--- src/rtl/osc_seq_pkg.sv ---
package osc_seq_pkg;

   localparam int HS_W       = 11;
   localparam int LS_W       = 3;
   localparam int FB_W       = 48;
   localparam int TRIM_W     = 24;
   localparam int FB_BYTES   = FB_W / 8;
   localparam int TRIM_BYTES = TRIM_W / 8;
   localparam int STEP_W     = 5;

   typedef enum logic [2:0] {
      BC_INIT  = 3'd0,
      BC_START = 3'd1,
      BC_STOP  = 3'd2,
      BC_WR    = 3'd3,
      BC_RD    = 3'd4
   } bus_cmd_e;

   typedef enum logic [2:0] {
      OP_INIT, OP_WR, OP_WR_NOVAL, OP_RD, OP_WAIT, OP_END
   } op_e;

   typedef enum logic [2:0] {
      ERR_NONE   = 3'd0,
      ERR_BUS    = 3'd1,
      ERR_ADDR   = 3'd2,
      ERR_REG    = 3'd3,
      ERR_VAL    = 3'd4,
      ERR_DETECT = 3'd5,
      ERR_RADDR  = 3'd6
   } err_e;

   typedef enum logic [1:0] {JOB_PROG, JOB_TRIM, JOB_RDBK} job_e;

   typedef struct packed {
      op_e        op;
      logic [7:0] reg_idx;
      logic [7:0] val;
      logic       long_wait;
   } step_t;

endpackage

--- src/rtl/osc_wait_timer.sv ---
module osc_wait_timer #(
   parameter int CNT_W = 8
) (
   input  logic             clk,
   input  logic             rst_n,
   input  logic             load,
   input  logic [CNT_W-1:0] load_val,
   output logic             expired
);

   logic [CNT_W-1:0] cnt_q;

   always_ff @(posedge clk or negedge rst_n) begin
      if (!rst_n)              cnt_q <= '0;
      else if (load)           cnt_q <= load_val;
      else if (cnt_q != '0)    cnt_q <= cnt_q - 1'b1;
   end

   assign expired = (cnt_q == CNT_W'(1));

endmodule

--- src/rtl/osc_step_table.sv ---
module osc_step_table
   import osc_seq_pkg::*;
(
   input  job_e                     job,
   input  logic [STEP_W-1:0]        step,
   input  logic [7:0]               k,
   input  logic [HS_W-1:0]          hs,
   input  logic [LS_W-1:0]          ls,
   input  logic [FB_W-1:0]          fb,
   input  logic [TRIM_W-1:0]        trim,
   output step_t                    st
);

   logic [7:0] fb_b   [FB_BYTES];
   logic [7:0] trim_b [TRIM_BYTES];

   for (genvar gi = 0; gi < FB_BYTES; gi++) begin : g_fb
      assign fb_b[gi] = fb[8*gi +: 8];
   end
   for (genvar gj = 0; gj < TRIM_BYTES; gj++) begin : g_trim
      assign trim_b[gj] = trim[8*gj +: 8];
   end

   logic [STEP_W-1:0] fi;
   assign fi = step - STEP_W'(11);

   always_comb begin
      st = '{op: OP_END, reg_idx: 8'd0, val: 8'd0, long_wait: 1'b0};
      unique case (job)
         JOB_PROG: begin
            case (step)
               5'd0:  st.op = OP_INIT;
               5'd1:  begin st.op = OP_WR;       st.reg_idx = 8'd255; end
               5'd2:  begin st.op = OP_WR_NOVAL; st.reg_idx = 8'd7;  st.val = 8'h80; end
               5'd3:  begin st.op = OP_WAIT;     st.long_wait = 1'b1; end
               5'd4:  begin st.op = OP_WR;       st.reg_idx = 8'd255; end
               5'd5:  begin st.op = OP_WR;       st.reg_idx = 8'd69; end
               5'd6:  begin st.op = OP_WR;       st.reg_idx = 8'd17; end
               5'd7:  begin st.op = OP_WR;       st.reg_idx = 8'd23; st.val = k; end
               5'd8:  begin st.op = OP_RD;       st.reg_idx = 8'd23; end
               5'd9:  begin st.op = OP_WR;       st.reg_idx = 8'd23; st.val = hs[7:0]; end
               5'd10: begin
                  st.op = OP_WR; st.reg_idx = 8'd24;
                  st.val = {1'b0, ls, 1'b0, hs[HS_W-1:8]};
               end
               5'd11, 5'd12, 5'd13, 5'd14, 5'd15, 5'd16: begin
                  st.op = OP_WR;
                  st.reg_idx = 8'd26 + {5'd0, fi[2:0]};
                  st.val = fb_b[fi[2:0]];
               end
               5'd17: begin st.op = OP_WR; st.reg_idx = 8'd7;  st.val = 8'h08; end
               5'd18: begin st.op = OP_WR; st.reg_idx = 8'd17; st.val = 8'h01; end
               default: st.op = OP_END;
            endcase
         end
         JOB_TRIM: begin
            if (step < STEP_W'(TRIM_BYTES)) begin
               st.op = OP_WR;
               st.reg_idx = 8'd231 + {6'd0, step[1:0]};
               st.val = trim_b[step[1:0]];
            end else if (step == STEP_W'(TRIM_BYTES)) begin
               st.op = OP_WAIT;
            end
         end
         default: begin
            if (step < STEP_W'(TRIM_BYTES)) begin
               st.op = OP_RD;
               st.reg_idx = 8'd231 + {6'd0, step[1:0]};
            end
         end
      endcase
   end

endmodule

--- src/rtl/osc_reg_xfer.sv ---
module osc_reg_xfer
   import osc_seq_pkg::*;
#(
   parameter logic [6:0] DEV_ADDR = 7'h67
) (
   input  logic       clk,
   input  logic       rst_n,
   input  logic       start,
   input  op_e        op,
   input  logic [7:0] reg_idx,
   input  logic [7:0] wval,
   output logic       fin,
   output err_e       fin_err,
   output logic [7:0] rdata,
   output logic       bus_cmd_valid,
   output bus_cmd_e   bus_cmd,
   output logic [7:0] bus_wdata,
   input  logic       bus_cmd_done,
   input  logic       bus_ack,
   input  logic [7:0] bus_rdata
);

   typedef enum logic [1:0] {X_IDLE, X_RUN, X_ABORT, X_FIN} xst_e;

   xst_e       state_q;
   op_e        op_q;
   logic [7:0] reg_q, val_q, rd_q;
   logic [2:0] ph_q;
   err_e       err_q;

   bus_cmd_e   cmd_c;
   logic [7:0] wd_c;
   logic       last_c;
   err_e       chk_c;
   logic       fail_now;

   always_comb begin
      cmd_c  = BC_STOP;
      wd_c   = 8'h00;
      last_c = 1'b0;
      chk_c  = ERR_NONE;
      case (op_q)
         OP_INIT: begin cmd_c = BC_INIT; last_c = 1'b1; chk_c = ERR_BUS; end
         OP_WR, OP_WR_NOVAL: begin
            case (ph_q)
               3'd0: cmd_c = BC_START;
               3'd1: begin cmd_c = BC_WR; wd_c = {DEV_ADDR, 1'b0}; chk_c = ERR_ADDR; end
               3'd2: begin cmd_c = BC_WR; wd_c = reg_q; chk_c = ERR_REG; end
               3'd3: begin
                  cmd_c = BC_WR; wd_c = val_q;
                  chk_c = (op_q == OP_WR) ? ERR_VAL : ERR_NONE;
               end
               default: last_c = 1'b1;
            endcase
         end
         OP_RD: begin
            case (ph_q)
               3'd0: cmd_c = BC_START;
               3'd1: begin cmd_c = BC_WR; wd_c = {DEV_ADDR, 1'b0}; chk_c = ERR_ADDR; end
               3'd2: begin cmd_c = BC_WR; wd_c = reg_q; chk_c = ERR_REG; end
               3'd3: cmd_c = BC_STOP;
               3'd4: cmd_c = BC_START;
               3'd5: begin cmd_c = BC_WR; wd_c = {DEV_ADDR, 1'b1}; chk_c = ERR_RADDR; end
               3'd6: cmd_c = BC_RD;
               default: last_c = 1'b1;
            endcase
         end
         default: last_c = 1'b1;
      endcase
   end

   assign fail_now = (chk_c != ERR_NONE) && !bus_ack;

   always_ff @(posedge clk or negedge rst_n) begin
      if (!rst_n) begin
         state_q <= X_IDLE;
         op_q    <= OP_END;
         reg_q   <= '0;
         val_q   <= '0;
         rd_q    <= '0;
         ph_q    <= '0;
         err_q   <= ERR_NONE;
      end else begin
         unique case (state_q)
            X_IDLE: if (start) begin
               op_q    <= op;
               reg_q   <= reg_idx;
               val_q   <= wval;
               ph_q    <= '0;
               err_q   <= ERR_NONE;
               state_q <= X_RUN;
            end
            X_RUN: if (bus_cmd_done) begin
               if (fail_now) begin
                  err_q   <= chk_c;
                  state_q <= X_ABORT;
               end else begin
                  if (op_q == OP_RD && ph_q == 3'd6) rd_q <= bus_rdata;
                  if (last_c) state_q <= X_FIN;
                  else        ph_q    <= ph_q + 1'b1;
               end
            end
            X_ABORT: if (bus_cmd_done) state_q <= X_FIN;
            default: state_q <= X_IDLE;
         endcase
      end
   end

   assign bus_cmd_valid = (state_q == X_RUN) || (state_q == X_ABORT);
   assign bus_cmd       = (state_q == X_RUN) ? cmd_c : BC_STOP;
   assign bus_wdata     = (state_q == X_RUN) ? wd_c  : 8'h00;
   assign fin           = (state_q == X_FIN);
   assign fin_err       = err_q;
   assign rdata         = rd_q;

   AST_CMD_HOLD: assert property (@(posedge clk) disable iff (!rst_n)
      bus_cmd_valid && !bus_cmd_done |=> bus_cmd_valid && $stable(bus_cmd) && $stable(bus_wdata));

   AST_ABORT_STOP: assert property (@(posedge clk) disable iff (!rst_n)
      (state_q == X_RUN) && bus_cmd_done && fail_now |=> bus_cmd_valid && bus_cmd == BC_STOP);

endmodule

--- src/rtl/osc_prog_seq.sv ---
module osc_prog_seq
   import osc_seq_pkg::*;
#(
   parameter logic [6:0]  DEV_ADDR      = 7'h67,
   parameter int unsigned RST_WAIT_CYC  = 12_500_000,
   parameter int unsigned TRIM_WAIT_CYC = 12_500,
   parameter int unsigned PRESENCE_LAST = 254,
   parameter int          TRIM_OUT_W    = 32
) (
   input  logic                  clk,
   input  logic                  rst_n,
   input  logic                  prog_req,
   input  logic [10:0]           hs_div,
   input  logic [2:0]            ls_div,
   input  logic [47:0]           fb_div,
   input  logic                  trim_req,
   input  logic [23:0]           trim_word,
   input  logic                  rdbk_req,
   output logic                  busy,
   output logic                  done,
   output logic [2:0]            err_code,
   output logic [TRIM_OUT_W-1:0] trim_rd,
   output logic                  bus_cmd_valid,
   output logic [2:0]            bus_cmd,
   output logic [7:0]            bus_wdata,
   input  logic                  bus_cmd_done,
   input  logic                  bus_ack,
   input  logic [7:0]            bus_rdata
);

   localparam int unsigned WAIT_MAX = (RST_WAIT_CYC > TRIM_WAIT_CYC) ? RST_WAIT_CYC : TRIM_WAIT_CYC;
   localparam int          CNT_W    = $clog2(WAIT_MAX + 1);

   if (PRESENCE_LAST > 254) begin : g_bad_presence
      $error("PRESENCE_LAST must fit a register value below 255");
   end
   if (RST_WAIT_CYC < 1 || TRIM_WAIT_CYC < 1) begin : g_bad_wait
      $error("wait lengths must be at least one cycle");
   end
   if (TRIM_OUT_W < TRIM_W) begin : g_bad_trim_w
      $error("TRIM_OUT_W must hold the 24-bit trim word");
   end

   typedef enum logic [2:0] {T_IDLE, T_DISPATCH, T_XFER, T_WAIT, T_DONE} tst_e;

   tst_e              state_q;
   job_e              job_q;
   logic [STEP_W-1:0] step_q;
   logic [7:0]        k_q;
   err_e              err_q;
   logic [HS_W-1:0]   hs_q;
   logic [LS_W-1:0]   ls_q;
   logic [FB_W-1:0]   fb_q;
   logic [TRIM_W-1:0] trim_q;
   logic [TRIM_W-1:0] rb_q;

   step_t      st;
   logic       x_start, x_fin;
   err_e       x_err;
   logic [7:0] x_rdata;
   bus_cmd_e   x_cmd;
   logic       t_load, t_exp;

   osc_step_table u_table (
      .job  (job_q),
      .step (step_q),
      .k    (k_q),
      .hs   (hs_q),
      .ls   (ls_q),
      .fb   (fb_q),
      .trim (trim_q),
      .st   (st)
   );

   assign x_start = (state_q == T_DISPATCH) &&
                    (st.op != OP_END) && (st.op != OP_WAIT);
   assign t_load  = (state_q == T_DISPATCH) && (st.op == OP_WAIT);

   osc_reg_xfer #(.DEV_ADDR(DEV_ADDR)) u_xfer (
      .clk           (clk),
      .rst_n         (rst_n),
      .start         (x_start),
      .op            (st.op),
      .reg_idx       (st.reg_idx),
      .wval          (st.val),
      .fin           (x_fin),
      .fin_err       (x_err),
      .rdata         (x_rdata),
      .bus_cmd_valid (bus_cmd_valid),
      .bus_cmd       (x_cmd),
      .bus_wdata     (bus_wdata),
      .bus_cmd_done  (bus_cmd_done),
      .bus_ack       (bus_ack),
      .bus_rdata     (bus_rdata)
   );

   osc_wait_timer #(.CNT_W(CNT_W)) u_timer (
      .clk      (clk),
      .rst_n    (rst_n),
      .load     (t_load),
      .load_val (st.long_wait ? CNT_W'(RST_WAIT_CYC) : CNT_W'(TRIM_WAIT_CYC)),
      .expired  (t_exp)
   );

   always_ff @(posedge clk or negedge rst_n) begin
      if (!rst_n) begin
         state_q <= T_IDLE;
         job_q   <= JOB_PROG;
         step_q  <= '0;
         k_q     <= '0;
         err_q   <= ERR_NONE;
         hs_q    <= '0;
         ls_q    <= '0;
         fb_q    <= '0;
         trim_q  <= '0;
         rb_q    <= '0;
      end else begin
         unique case (state_q)
            T_IDLE: begin
               if (prog_req || trim_req || rdbk_req) begin
                  step_q  <= '0;
                  k_q     <= '0;
                  err_q   <= ERR_NONE;
                  state_q <= T_DISPATCH;
                  if (prog_req) begin
                     job_q <= JOB_PROG;
                     hs_q  <= hs_div;
                     ls_q  <= ls_div;
                     fb_q  <= fb_div;
                  end else if (trim_req) begin
                     job_q  <= JOB_TRIM;
                     trim_q <= trim_word;
                  end else begin
                     job_q <= JOB_RDBK;
                  end
               end
            end
            T_DISPATCH: begin
               if (st.op == OP_END)       state_q <= T_DONE;
               else if (st.op == OP_WAIT) state_q <= T_WAIT;
               else                       state_q <= T_XFER;
            end
            T_XFER: if (x_fin) begin
               if (x_err != ERR_NONE) begin
                  err_q   <= x_err;
                  state_q <= T_DONE;
               end else if (st.op == OP_RD && job_q == JOB_PROG) begin
                  if (x_rdata != k_q) begin
                     err_q   <= ERR_DETECT;
                     state_q <= T_DONE;
                  end else if (k_q == PRESENCE_LAST[7:0]) begin
                     step_q  <= step_q + 1'b1;
                     state_q <= T_DISPATCH;
                  end else begin
                     k_q     <= k_q + 1'b1;
                     step_q  <= step_q - 1'b1;
                     state_q <= T_DISPATCH;
                  end
               end else begin
                  if (st.op == OP_RD) begin
                     case (step_q[1:0])
                        2'd0:    rb_q[7:0]   <= x_rdata;
                        2'd1:    rb_q[15:8]  <= x_rdata;
                        default: rb_q[23:16] <= x_rdata;
                     endcase
                  end
                  step_q  <= step_q + 1'b1;
                  state_q <= T_DISPATCH;
               end
            end
            T_WAIT: if (t_exp) begin
               step_q  <= step_q + 1'b1;
               state_q <= T_DISPATCH;
            end
            default: state_q <= T_IDLE;
         endcase
      end
   end

   assign busy     = (state_q != T_IDLE) && (state_q != T_DONE);
   assign done     = (state_q == T_DONE);
   assign err_code = err_q;
   assign bus_cmd  = x_cmd;

   if (TRIM_OUT_W > TRIM_W) begin : g_sext
      assign trim_rd = {{(TRIM_OUT_W-TRIM_W){rb_q[TRIM_W-1]}}, rb_q};
   end else begin : g_plain
      assign trim_rd = rb_q;
   end

   AST_DONE_IDLE: assert property (@(posedge clk) disable iff (!rst_n)
      done |-> !busy && !bus_cmd_valid);

   AST_ERR_HOLD: assert property (@(posedge clk) disable iff (!rst_n)
      !busy && !done && !(prog_req || trim_req || rdbk_req) |=> $stable(err_code));

   AST_ERR_CHANGE: assert property (@(posedge clk) disable iff (!rst_n)
      !$stable(err_code) |-> busy || done);

   AST_WAIT_QUIET: assert property (@(posedge clk) disable iff (!rst_n)
      state_q == T_WAIT |-> !bus_cmd_valid);

endmodule

--- config.mk ---
export PLATFORM = sky130hd
export DESIGN_NAME = osc_prog_seq
export DESIGN_NICKNAME = d
export VERILOG_FILES = /design/src/rtl/osc_seq_pkg.sv /design/src/rtl/osc_wait_timer.sv /design/src/rtl/osc_step_table.sv /design/src/rtl/osc_reg_xfer.sv /design/src/rtl/osc_prog_seq.sv
export SDC_FILE = /design/constraint.sdc
export NUM_CORES = 1
export LEC_CHECK = 0
export ABC_CLOCK_PERIOD_IN_PS = 7100
export BUFFER_PORTS_ARGS = -buffer_cell sky130_fd_sc_hd__buf_2
export CAP_MARGIN = 20
export CORE_UTILIZATION = 40
export DETAILED_ROUTE_END_ITERATION = 7
export PLACE_DENSITY = 0.68
export SLEW_MARGIN = 25
export SYNTH_ARGS = -nofsm -noshare
export SYNTH_HDL_FRONTEND = slang
export SYNTH_SLANG_ARGS = --single-unit
--- constraint.sdc ---
create_clock -name clk -period 7.1 [get_ports clk]
set_input_delay 0 -clock clk [delete_from_list [all_inputs] [get_ports clk]]
set_output_delay 0 -clock clk [all_outputs]
set_load 0.01 [all_outputs]
* Word level (Yosys, flattened, before mapping)
Index checks and enable logic that the tools add are counted.
** Storage, ports and cells
- Flip-flop bits (word level) :: 190
- Input bits :: 101
- Output and inout port bits :: 49
- Word-level logic and storage cells :: 235
** Cells by class
- $add $sub $neg :: 8
- Magnitude comparators :: 3
- Eq/ne operators :: 62
- Muxes and demuxes :: 81
- Bitwise operators :: 7
- Reduce and logical (&&, ||, !) cells :: 54
** Operator list (number)
- $pmux 8 s7 :: 2
- $mux 8 :: 11
- $mux 24 :: 3
- $mux 3 :: 21
- $pmux 8 s2 :: 3
- $pmux 8 s3 :: 2
- $pmux 3 s3 :: 5
- $eq 5x4->1 const B :: 8
- $mux 5 :: 7
- $bmux 8 s3 :: 1
- $eq 24x1->1 const B :: 1
- $reduce_and 6->1 :: 4
- $reduce_bool 24->1 :: 1
- $sub 24x1->24 const B :: 1
- $pmux 11 s2 :: 1
- $eq 3x2->1 const B :: 7
- $eq 5x3->1 const B :: 4
- $ne 2x2->1 const B :: 10
- $eq 3x3->1 const B :: 6
- $ne 3x3->1 const B :: 6
- $pmux 3 s2 :: 3
- $bmux 8 s2 :: 1
- $mux 16 :: 1
- $reduce_and 4->1 :: 4
- 50 further kinds :: 102

* Depth between registers and ports, before layout
Gate-level depths: netlist (run 1).
- Word-level depth :: 12
- Depth in mapped cells :: 13
- Mapped depth without buffers :: 11

* Cells and area by module
From an unflattened synthesis (run 1), not the netlist that was laid out.
** Unflattened totals
- Cells, all modules :: 949
- Area total of the unflattened synthesis :: 10831.6 µm²
** By module, submodules not included
- osc_prog_seq :: instances 1, cells an instance 405, area each 5696.7 µm²
- osc_reg_xfer :: instances 1, cells an instance 194, area each 2074.5 µm²
- osc_step_table :: instances 1, cells an instance 196, area each 1554.0 µm²
- osc_wait_timer :: instances 1, cells an instance 154, area each 1506.4 µm²

* Worst setup path after synthesis (run 1)
No wires, ideal clock.
- Kind :: reg-to-reg
- Start :: register step_q[0]
- End :: register step_q[2]
- Data arrival time :: 3947 ps
- Required time :: 7031 ps
- Setup slack :: 3084 ps
- Stages on the path, launching flop included :: 13
- Path buffers :: 3
- Cells stage by stage :: dfrtp_1 > buf_1 > clkbuf_1 > inv_1 > ha_1 > clkbuf_1 > nor4b_2 > o311ai_2 > a2111oi_4 > o31ai_2 > a221oi_4 > or4b_1 > nand3_1
** Between the ends
- Word-level cells in the longest chain between the ends :: 10
- Elaborated cells on any way between the ends :: 39
** Ends and longest elaborated chain
- start, declared :: line osc_prog_seq.sv:48 : logic [STEP_W-1:0] step_q;
- start signal, assigned :: line osc_prog_seq.sv:152 : step_q <= step_q + 1'b1;
- start signal, assigned :: line osc_prog_seq.sv:156 : step_q <= step_q - 1'b1;
- start signal, assigned :: line osc_prog_seq.sv:167 : step_q <= step_q + 1'b1;
- $eq 5x1->1, or another cell as far along :: line osc_step_table.sv:31 : case (step)
- $reduce_or 15->1 (no line) or $mux 1 (tied branches)
- $pmux 3 s5 or $mux 3 (tied branches) :: line osc_step_table.sv:31, osc_step_table.sv:57
- $pmux 11 s2 :: line osc_step_table.sv:29 : unique case (job)
- $eq 3x2->1 :: line osc_prog_seq.sv:147 : end else if (st.op == OP_RD && job_q == JOB_PROG) begin
- $logic_and 1x1->1 :: line osc_prog_seq.sv:147
- $mux 5 :: line osc_prog_seq.sv:147
- $mux 5 :: line osc_prog_seq.sv:144 : if (x_err != ERR_NONE) begin
- $mux 5 :: line osc_prog_seq.sv:143 : T_XFER: if (x_fin) begin
- $pmux 5 s3 :: line osc_prog_seq.sv:118 : unique case (state_q)
Parallel ways exist; a longest one is shown, timed or not. The select of a mux whose other input is x is not followed.
A chain may end at the register's enable or synchronous reset.

* Worst setup path after layout (run 1)
- Start :: register step_q[1]
- End :: register u_xfer.state_q[1]
** Between the ends
- Word-level cells in the longest chain between the ends :: 9
- Elaborated cells on any way between the ends :: 32
** Ends and longest elaborated chain
- $eq 5x1->1, or another cell as far along :: line osc_step_table.sv:31
- $reduce_or 15->1 (no line) or $mux 1 (tied branches)
- $pmux 3 s5 or $mux 3 (tied branches) :: line osc_step_table.sv:31, osc_step_table.sv:57
- $pmux 11 s2 * :: line osc_step_table.sv:29
- $ne 3x3->1 :: line osc_prog_seq.sv:76 : (st.op != OP_END) && (st.op != OP_WAIT);
- $logic_and 1x1->1 :: line osc_prog_seq.sv:75 : assign x_start = (state_q == T_DISPATCH) &&
- $logic_and 1x1->1 * :: line osc_prog_seq.sv:76
- $ne 2x1->1 (no line) *
- $reduce_and 4->1 (no line) *
- end signal, assigned :: line osc_reg_xfer.sv:99 : if (last_c) state_q <= X_FIN;
- end signal, assigned :: line osc_reg_xfer.sv:103 : X_ABORT: if (bus_cmd_done) state_q <= X_FIN;
- end signal, assigned :: line osc_reg_xfer.sv:104 : default: state_q <= X_IDLE;
- end, declared :: line osc_reg_xfer.sv:25 : xst_e state_q;
Mark *: on every way between the ends. The rest lies on a longest branch, timed or not.

==> summary.md, run 1 <==
| Metric | Value |
|---|---|
| Status | `completed` |
| Slew margin rel. | `0.3485` |
| Final setup skew | `slightly below 0.01 ns` |
| Ports | `150` |
| Worst min-delay path startpoint | `bus_cmd_done` |
| Cell Rows | `57` |
| Die Height | `160.7 um` |
| Synth top area share | `0.4668` |
| Critical path capture point type | `flip-flop` |
| GRT Total Usage | `0.2054` |
| Max clock buf depth | `2` |
| Synthesis Warnings | `0` |
| Post-CTS sizing | `0` |
| Sequential area share after synthesis | `0.4720` |
| Post-route cell area | `around 13000 um^2` |
| Htree depth | `4` |
| Setup TNS | `0 ns` |
| Drt drc | `0` |
| RSZ-0062 raised after global routing | `no` |
| Top cells by area in the synthesized netlist | `dfrtp_1 47%, mux2_2 14%, nand2_1 3.8%` |
| NumNets Final | `1281` |
| Setup-failing EPs final | `0` |
| Fill count | `2237` |
| Startpoint types | `flip-flop` |
| Mean Syn Cell Area | `10.64 um^2` |
| Fin. max-slew vios | `0` |
| Critical Path RT | `~7.4 ns` |
| Layout cells sized above 1 | `0.2975` |
| Die area | `25830 um^2` |
| First-pass GRT wire length | `~42000 um` |
| Synth-to-Final Area Change | `25.36%` |
| Max FO, Critical Path | `16` |
| Reg2reg start | `step_q[1]$_DFFE_PN0P_` |
| Port bufs | `149` |
| Worst VDD drop | `202.5 uV` |
| Initial Util | `0.4108` |
| Hold Path Depth | `4` |
| CTS tree | `done` |
| Critical path class | `flip-flop to flip-flop` |
| Worst-skew pair later-pin latency | `between 0.4 and 0.5 ns` |
| Top cell type by total area after synthesis | `dfrtp_1` |
| Fin Hold WS | `0.1317 ns` |
| Yosys cell types | `72` |
| Synthesized flop and latch total | `190` |
| Overflow after GRT | `0` |
| Clk slew on worst S/H paths | `~0.07 ns` |
| Peak Freq | `0.2489 GHz` |
| Syn_nets | `1068` |
| Post-layout min period | `4.018 ns` |
| Reg2reg path depth | `10` |
| Routed wire length per instance | `between 15 and 20 um` |
| RePlAce Congestion | `0.8565` |
| Pwr Density | `around 390 nW/um^2` |
| Diodes inserted | `0` |
| Vias/cell | `5.363` |
| CTS buffer count | `17` |
| Routed via count | `8029` |
| CTS root buffer | `clkbuf_16` |
| Storage cell area | `4757 um^2` |
| HP Class | `input port to flip-flop` |
| Area after DPL | `11040 um^2` |
| Hold path endpoint | `u_xfer.ph_q[0]$_DFFE_PN0P_` |
| Slew @ Worst Pin | `0.9772 ns` |
| Primary FF master, synth | `dfrtp_1` |
| Reg2reg end | `u_xfer.state_q[1]$_DFFE_PN0P_` |
| Number of DRC markers in iteration 0 | `490` |
| Cell count after synthesis | `947` |
| Die width | `between 150 and 200 um` |
| Clk sinks | `190` |
| Number of max-cap violations | `0` |
| Initial antenna violation count | `0` |
| Internal reg-to-reg setup slack | `about 3.1 ns` |
| Drt total wl | `between 20000 and 30000 um` |
| Async S/R FF share, synth | `1.000` |
| Vias in the first global route | `8134` |
| Detail Placement HPWL | `17960 um` |
| ANT nets after route | `0` |
| Cell Area, Synth | `approximately 10000 um^2` |
| Largest net degree at the start of global routing | `119` |
| Leak Pwr | `between 0.005 and 0.006 uW` |
| Post-synth EDFFs | `0` |
| Multi-input logic area | `roughly 5000 um^2` |
| Drt pass-1 iters | `5` |
| Final period utilization | `0.5660` |
| Worst Path Arrival | `4.33 ns` |
| Core area | `24530 um^2` |
| Final Hold Fails | `0` |
routing by layer:
metal	global-route usage	wire length (um)
met5	0	0
met4	0.05789	363
met3	0.04055	1257
met2	0.3349	12560
met1	0.2775	11380
metrics by stage:
stage	util	std cells	power, uW	setup WS [ns]
2_1_floorplan	-	947	3307	3.084
6_report	0.5150	1497	4899	3.082
5_1_grt	0.5150	1497	5249	2.842
4_1_cts	0.5145	1497	4911	3.130
3_3_place_gp	0.4499	1367	3807	3.317
3_5_place_dp	0.4501	1367	3861	3.136
Yosys cell counts, types with 10 or more instances:
| cell type | count |
|---|---|
| nor3_1 | 19 |
| nor2_1 | 64 |
| clkbuf_1 | 39 |
| nand2b_1 | 10 |
| nand3_1 | 21 |
| xor2_1 | 18 |
| o21ai_0 | 56 |
| mux2i_1 | 20 |
| dfrtp_1 | 188 |
| a31oi_1 | 18 |
| ha_1 | 20 |
| xnor2_1 | 22 |
| a21oi_1 | 33 |
| o31ai_1 | 13 |
| mux2_2 | 127 |
| nand2_1 | 102 |
| inv_1 | 23 |
worst max-delay path by stage:
stage                     startpoint                            end  slack [ns]  cells past startpoint
3_5_place_dp   step_q[1]$_DFFE_PN0P_  u_xfer.fin_err[1]$_DFFE_PN0P_        3.14                      8
3_3_place_gp   step_q[1]$_DFFE_PN0P_  u_xfer.state_q[0]$_DFFE_PN0P_        3.32                     10
2_1_floorplan  step_q[0]$_DFFE_PN0P_          step_q[2]$_DFFE_PN0P_        3.08                     12
6_report       step_q[1]$_DFFE_PN0P_  u_xfer.state_q[1]$_DFFE_PN0P_        3.08                     10
4_1_cts        step_q[1]$_DFFE_PN0P_  u_xfer.state_q[1]$_DFFE_PN0P_        3.13                     10
5_1_grt        step_q[1]$_DFFE_PN0P_  u_xfer.state_q[1]$_DFFE_PN0P_        2.84                     10
sequential cells by signal, summed over array words and instances, names as in the netlist, 5 cells and up:
signal         cells
u_xfer.val_q       8
k_q                8
step_q             5
u_timer.cnt_q     24
fb_q              48
u_xfer.rdata       8
hs_q              11
trim_q            24
rb_q              24
u_xfer.reg_q       8
report_power, final:
| part | total (uW) | switching, uW | internal, uW | leakage, uW |
|---|---|---|---|---|
| Combinational | 2050 | 1090 | 960 | 0.00291 |
| Clock | 981 | 449 | 532 | 0.000292 |
| Sequential | 1870 | 373 | 1490 | 0.00240 |
| Total | 4900 | 1910 | 2990 | 0.00560 |
timing repair:
action | 4_1_cts | 5_1_grt
endpoints found under the hold margin | 210 | 0
hold buffers | 98 | 0
buffers inserted | 0 | 0
layout by cell type, fill, tap and decap left out, types with 8 or more instances in the layout:
cell / n
a21oi_1: 33
a22oi_1: 8
a31oi_1: 18
buf_2: 148
buf_4: 9
clkbuf_16: 17
dfrtp_1: 188
dlygate4sd3_1: 98
ha_1: 20
inv_1: 23
mux2_2: 127
mux2i_1: 20
mux4_2: 8
nand2_1: 102
nand2b_1: 10
nand3_1: 21
nor2_1: 64
nor2b_1: 8
nor3_1: 18
o21ai_0: 56
o31ai_1: 12
xnor2_1: 22
xor2_1: 18
logic make-up (layout without fill, tap and decap cells):
| kind of cell | after synthesis | in the layout | share of synthesized area |
|---|---|---|---|
| simple gates | 278 | 278 | 0.1326 |
| flops | 190 | 190 | 0.4720 |
| compound gates | 178 | 178 | 0.1204 |
| mux | 155 | 155 | 0.1796 |
| buf+inv | 86 | 312 | 0.03575 |
| xor+xnor | 40 | 40 | 0.03476 |
| fa+ha+maj | 20 | 20 | 0.02483 |
area by class of cell:
class                           instances  area share
Multi-Input combinational cell        671      0.3940
Sequential cell                       190      0.3765
Timing Repair Buffer                  256      0.1428
Clock buffer                           17     0.03367
Tap cell                              324     0.03209
Clock inverter                         15     0.01377
Inverter                               24    0.007130
worst max-delay path, cell delays in order (launching register included):
cell and delay, ns:
dfrtp_1 0.85, inv_1 0.21, ha_1 0.39, nor4b_2 0.30
o311ai_2 0.11, buf_4 0.22, a2111oi_4 0.49, a31oi_1 0.27
o21ai_0 0.48, o2bb2ai_1 0.21, mux2_2 0.36
Note: power is estimated with default switching activity, not from simulation.
==> inputs of run 2 (changes only) <==
--- a/config.mk
+++ b/config.mk
@@ -5,7 +5,7 @@
 export SDC_FILE = /design/constraint.sdc
 export NUM_CORES = 1
 export LEC_CHECK = 0
-export ABC_CLOCK_PERIOD_IN_PS = 7100
+export ABC_CLOCK_PERIOD_IN_PS = 4150
 export BUFFER_PORTS_ARGS = -buffer_cell sky130_fd_sc_hd__buf_2
 export CAP_MARGIN = 20
 export CORE_UTILIZATION = 40
==> constraint.sdc (replaced) <==
create_clock -name clk -period 4.15 [get_ports clk]
set_input_delay 0 -clock clk [delete_from_list [all_inputs] [get_ports clk]]
set_output_delay 0 -clock clk [all_outputs]
set_load 0.01 [all_outputs]
==> run 2 against run 1 <==
  * Final cell count up 0.60%
  * Setup slack got worse by 2.7 ns
  * Register-to-register slack got worse by 2.7 ns
  * Routed wire length is 2.1% higher
  * Via count rose by 0.26%
  * Combinational power increased by 75%
  * Critical path type unchanged
  * Count of clock-buffer cells in the layout up 1
==> summary.md, run 2 (synthesis results as in run 1) <==
| Metric | Value |
|---|---|
| Max FO, Critical Path | `16` |
| NumNets Final | `1290` |
| Setup-failing EPs final | `0` |
| Drt drc | `0` |
| Max clock buf depth | `2` |
| Clk slew on worst S/H paths | `roughly 0.070 ns` |
| Storage cell area | `4757 um^2` |
| Largest net degree at the start of global routing | `between 90 and 100` |
| Final Hold Fails | `0` |
| Peak Freq | `around 0.26 GHz` |
| Number of buffers inserted by hold repair at cts | `98` |
| Critical path capture point type | `flip-flop` |
| Final setup skew | `0.01075 ns` |
| Most common cell after layout, fill and taps aside | `dfrtp_1` |
| Number of max-cap violations | `0` |
| CTS root buffer | `clkbuf_16` |
| Htree depth | `4` |
| Diodes inserted | `0` |
| Initial Util | `0.4108` |
| Number of DRC markers in iteration 0 | `548` |
| Critical path's largest stage delay | `a little under 0.8 ns` |
| Max FFs per register | `48` |
| ANT nets after route | `0` |
| Synth-to-Final Area Change | `26.14%` |
| Startpoint types | `flip-flop` |
| Reg with most FFs | `fb_q` |
| Overflow after GRT | `0` |
| RSZ-0062 raised after global routing | `no` |
| Routed wire length per instance | `17.32 um` |
| Ports | `150` |
| RePlAce Congestion | `0.9031` |
| Layout cells sized above 1 | `0.3012` |
| Vias in the first global route | `8150` |
| Vias/cell | `5.345` |
| Detail Placement HPWL | `18170 um` |
| Cell Rows | `57` |
| Port bufs | `149` |
| Critical path class | `flip-flop to flip-flop` |
| Core area | `24530 um^2` |
| Leak Pwr | `~0.0057 uW` |
| Most frequent cells in the layout | `188 x dfrtp_1, 148 x buf_2, 127 x mux2_2` |
| Multi-input logic area | `4967 um^2` |
| First-pass GRT wire length | `42420 um` |
| Initial antenna violation count | `0` |
| Die Height | `160.7 um` |
| Final core occ | `0.5182` |
| Final period utilization | `0.9099` |
| Cells along the critical path | `inv_1 -> ha_1 -> a211oi_1 -> a2111oi_1 -> a2111oi_4 -> a31oi_1 -> o21ai_0 -> a21oi_1 -> mux2_2` |
| Setup Fix Bufs, Post-CTS | `0` |
| Fill count | `2187` |
| Routed via count | `around 8000` |
| Drt total wl | `26080 um` |
| Slew margin rel. | `0.4347` |
| Status | `completed` |
| Worst-skew pair later-pin latency | `0.44 ns` |
| GRT Total Usage | `0.2082` |
| Pwr Density | `664.9 nW/um^2` |
| CTS buffer count | `17` |
| Worst VDD drop | `between 300 and 400 uV` |
| Worst Path Arrival | `4.11 ns` |
| Critical Path RT | `between 4 and 5 ns` |
| Fin. max-slew vios | `0` |
| Post-CTS sizing | `0` |
| Setup TNS | `0 ns` |
| HP Class | `input port to flip-flop` |
| Drt pass-1 iters | `5` |
| Post-layout min period | `3.776 ns` |
| CTS tree | `done` |
| Slew @ Worst Pin | `0.8459 ns` |
| Die area | `25830 um^2` |
| Slowest stage cell, crit path | `a2111oi_1` |
| Die width | `160.7 um` |
| Clk sinks | `190` |
run 2: final timing paths:
kind                                          from                             to  slack (ns)  cells past startpoint
min in group asynchronous                    rst_n           fb_q[16]$_DFFE_PN0P_        0.15                      2
min                                   bus_cmd_done     u_xfer.ph_q[0]$_DFFE_PN0P_        0.08                      4
max in group asynchronous                    rst_n           job_q[0]$_DFFE_PN0P_        3.00                      3
min reg2reg                err_code[2]$_DFFE_PN0P_        err_code[2]$_DFFE_PN0P_        0.48                      2
max reg2reg                  step_q[0]$_DFFE_PN0P_  u_xfer.fin_err[0]$_DFFE_PN0P_        0.37                      9
max                          step_q[0]$_DFFE_PN0P_  u_xfer.fin_err[0]$_DFFE_PN0P_        0.37                      9
run 2: final cells by class:
cell class              instances  area share
flip-flops and latches        190      0.3742
multi-input cells             671      0.3907
inverters                      24    0.007086
repair buffers                265      0.1481
clock inverters                14     0.01348
well taps                     324     0.03189
clock buffers                  18     0.03454
run 2: where the power goes:
part / leakage, uW / switching (uW) / internal (uW)
sequential: 0.00240 / 612 / 2560
combinational: 0.00296 / 1910 / 1680
clock: 0.000292 / 814 / 880
total: 0.00565 / 3340 / 5120
run 2: worst max-delay path: cells and delay by family (launching register included):
family | cells | cell delay [ns]
adder cells (fa/ha/maj) | 1 | 0.41
buffers and inverters | 1 | 0.26
AO/OA/AOI/OAI | 6 | 2.03
multiplexers | 1 | 0.37
flip-flops | 1 | 0.59
run 2: stage by stage:
stage / cell area, um^2 / worst slack [ns] / instances / hold WS (ns) / total power [uW]
floorplan: 10080 / 0.1340 / 947 / -0.2956 / 5657
global placement: 11120 / 0.5649 / 1376 / 0.1149 / 6565
detailed placement: 11120 / 0.4196 / 1376 / 0.1223 / 6655
CTS: 12710 / 0.4064 / 1506 / 0.05293 / 8461
global route: 12710 / 0.1030 / 1506 / 0.09251 / 9040
finish: 12710 / 0.3739 / 1506 / 0.07919 / 8453
run 2: metal layers:
layer,track usage,routed length (um),vias to the layer above,part of all wire
met3,0.03874,1360,37,0.052
met4,0.07118,526,0,0.020
met1,0.2744,11460,3936,0.44
li1,-,-,3833,-
met5,0,0,-,0
met2,0.3440,12730,244,0.49
==> inputs of run 3 (changes only) <==
--- a/config.mk
+++ b/config.mk
@@ -8,9 +8,11 @@
 export ABC_CLOCK_PERIOD_IN_PS = 4150
 export BUFFER_PORTS_ARGS = -buffer_cell sky130_fd_sc_hd__buf_2
 export CAP_MARGIN = 20
-export CORE_UTILIZATION = 40
+export CELL_PAD_IN_SITES_DETAIL_PLACEMENT = 2
+export CELL_PAD_IN_SITES_GLOBAL_PLACEMENT = 2
+export CORE_UTILIZATION = 37
 export DETAILED_ROUTE_END_ITERATION = 7
-export PLACE_DENSITY = 0.68
+export PLACE_DENSITY = 0.89
 export SLEW_MARGIN = 25
 export SYNTH_ARGS = -nofsm -noshare
 export SYNTH_HDL_FRONTEND = slang
==> run 3 against run 2 <==
  * Worst hold slack improved by 0.049 ns
  * Via count rose by 10%
  * Critical endpoint is now u_xfer.ph_q[2]$_DFFE_PN0P_
  * Count of clock-buffer cells in the layout is the same
  * Combinational power rose by 16%
  * Sequential power up 6.3%
==> summary.md, run 3 (synthesis results as in run 1) <==
| Metric | Value |
|---|---|
| Status | `completed` |
| Leak Pwr | `0.005665 uW` |
| Synth-to-Final Area Change | `26.43%` |
| Critical path class | `flip-flop to flip-flop` |
| RSZ-0062 raised after global routing | `yes` |
| Critical Path RT | `around 4.5 ns` |
| Detail Placement HPWL | `23540 um` |
| Critical path's largest stage delay | `approximately 0.82 ns` |
| Clk slew on worst S/H paths | `0.08 ns` |
| GRT Total Usage | `0.3028` |
| Number of max-cap violations | `0` |
| Layout Cells excl Fill | `1524` |
| Placed Instances | `1394` |
| Slew margin rel. | `0.3878` |
| Slew @ Worst Pin | `0.9160 ns` |
| ANT nets after route | `0` |
| DP Worst Slack | `0.3507 ns` |
| Clk sinks | `190` |
| Max FFs per register | `48` |
| GR Util met2 | `0.5481` |
| CTS buffer count | `17` |
| Worst VDD drop | `311.5 uV` |
| Drt drc | `0` |
| Post-layout min period | `4.072 ns` |
| Die area | `27900 um^2` |
| Die width | `~170 um` |
| Die Height | `167.0 um` |
| Layout cells sized above 1 | `0.3020` |
| Critical path capture point type | `flip-flop` |
| Most frequent cells in the layout | `188 x dfrtp_1, 148 x buf_2, 127 x mux2_2` |
| Fin. max-slew vios | `0` |
| NumNets Final | `between 1000 and 1500` |
| Crit path buf inv count | `1` |
| Setup-failing EPs final | `0` |
| Worst-skew pair later-pin latency | `0.47 ns` |
| Reg with most FFs | `fb_q` |
| Met3 usage | `0.06440` |
| Drt total wl | `41160 um` |
| Port bufs | `149` |
| RePlAce Congestion | `0.8729` |
| Pwr Density | `730.5 nW/um^2` |
| Max clock buf depth | `2` |
| Family with the most delay on the worst path | `compound AO/OA/AOI/OAI gates` |
| GR Util met1 | `0.3326` |
| Slowest stage cell, crit path | `a2111oi_1` |
| Final period utilization | `0.9813` |
| Worst Path Arrival | `4.41 ns` |
| Vias/cell | `between 5 and 6` |
| Fin worst setup slack | `0.07771 ns` |
| HP Class | `input port to async pin` |
| Htree depth | `4` |
| Drt pass-1 iters | `6` |
| Initial antenna violation count | `4` |
| Core area | `26800 um^2` |
| Ports | `150` |
| First-pass GRT wire length | `about 64000 um` |
| Busiest layer in global routing | `met2` |
| Max FO, Critical Path | `16` |
| Routed via count | `8853` |
| CTS root buffer | `clkbuf_16` |
| Most common cell after layout, fill and taps aside | `dfrtp_1` |
| Routed wire length per instance | `27.01 um` |
| Largest net degree at the start of global routing | `99` |
| Startpoint types | `flip-flop` |
| Overflow after GRT | `0` |
| Cells along the critical path | `inv_1 -> ha_1 -> a211oi_1 -> a2111oi_1 -> a2111oi_4 -> a31oi_1 -> o211ai_2 -> a22o_1 -> a32o_1` |
| Final setup skew | `0.01929 ns` |
| Peak Freq | `about 0.25 GHz` |
| Vias in the first global route | `10240` |
| Initial Util | `0.3761` |
| CTS tree | `done` |
| Final Hold Fails | `0` |
| Number of DRC markers in iteration 0 | `610` |
| Cell Rows | `60` |
-- run 3: area by class of cell --
| cell class | instances | area, um^2 |
|---|---|---|
| Fill cell | 2694 | 14060 |
| Multi-Input combinational cell | 671 | 4967 |
| Sequential cell | 190 | 4757 |
| Timing Repair Buffer | 265 | 1888 |
| Clock buffer | 18 | 439.2 |
| Tap cell | 341 | 426.7 |
| Clock inverter | 14 | 171.4 |
| Inverter | 24 | 90.09 |
| Antenna cell | 1 | 2.502 |
-- run 3: timing repair --
item,4_1_cts,5_1_grt
resized for setup,0,0
hold buffers,97,0
endpoints found under the setup margin,0,16
hold endpoints to repair,187,0
buffers inserted,0,0
-- run 3: layer usage --
layer  up-vias  wire (um)
met5         -         15
met4         2       1865
met3       112       1936
met2       330      21540
met1      4584      15810
li1       3825          -
-- run 3: power by group --
part / total [uW] / switching (uW) / internal [uW]
registers: 3370 / 807 / 2560
clock network: 1790 / 907 / 886
logic: 4150 / 2450 / 1700
total: 9310 / 4160 / 5140
-- run 3: path summary, 6_finish.rpt --
| path | from | endpoint | slack [ns] | depth (start not counted) |
|---|---|---|---|---|
| setup / recovery | step_q[0]$_DFFE_PN0P_ | u_xfer.ph_q[2]$_DFFE_PN0P_ | 0.08 | 9 |
| hold / removal | rst_n | u_timer.cnt_q[14]$_DFFE_PN0P_ | 0.13 | 2 |
| setup reg to reg | step_q[0]$_DFFE_PN0P_ | u_xfer.ph_q[2]$_DFFE_PN0P_ | 0.08 | 9 |
| hold reg to reg | u_xfer.reg_q[3]$_DFFE_PN0P_ | u_xfer.reg_q[3]$_DFFE_PN0P_ | 0.49 | 2 |
| max in group asynchronous | rst_n | hs_q[9]$_DFFE_PN0P_ | 2.97 | 3 |
| min in group clk | bus_cmd_done | u_xfer.ph_q[0]$_DFFE_PN0P_ | 0.14 | 4 |
-- run 3: per-stage QoR --
step           setup TNS (ns)  power, uW    util  hold WS [ns]  instance area [um^2]
6_report                    0       9308  0.4754        0.1283                 12740
5_1_grt                -1.128       9689  0.4754        0.1475                 12740
4_1_cts                     0       8960  0.4754        0.1258                 12740
3_5_place_dp                0       6962  0.4163        0.1079                 11160
3_3_place_gp                0       6655  0.4156        0.1084                 11140
2_1_floorplan               0       5657       -       -0.2956                 10080
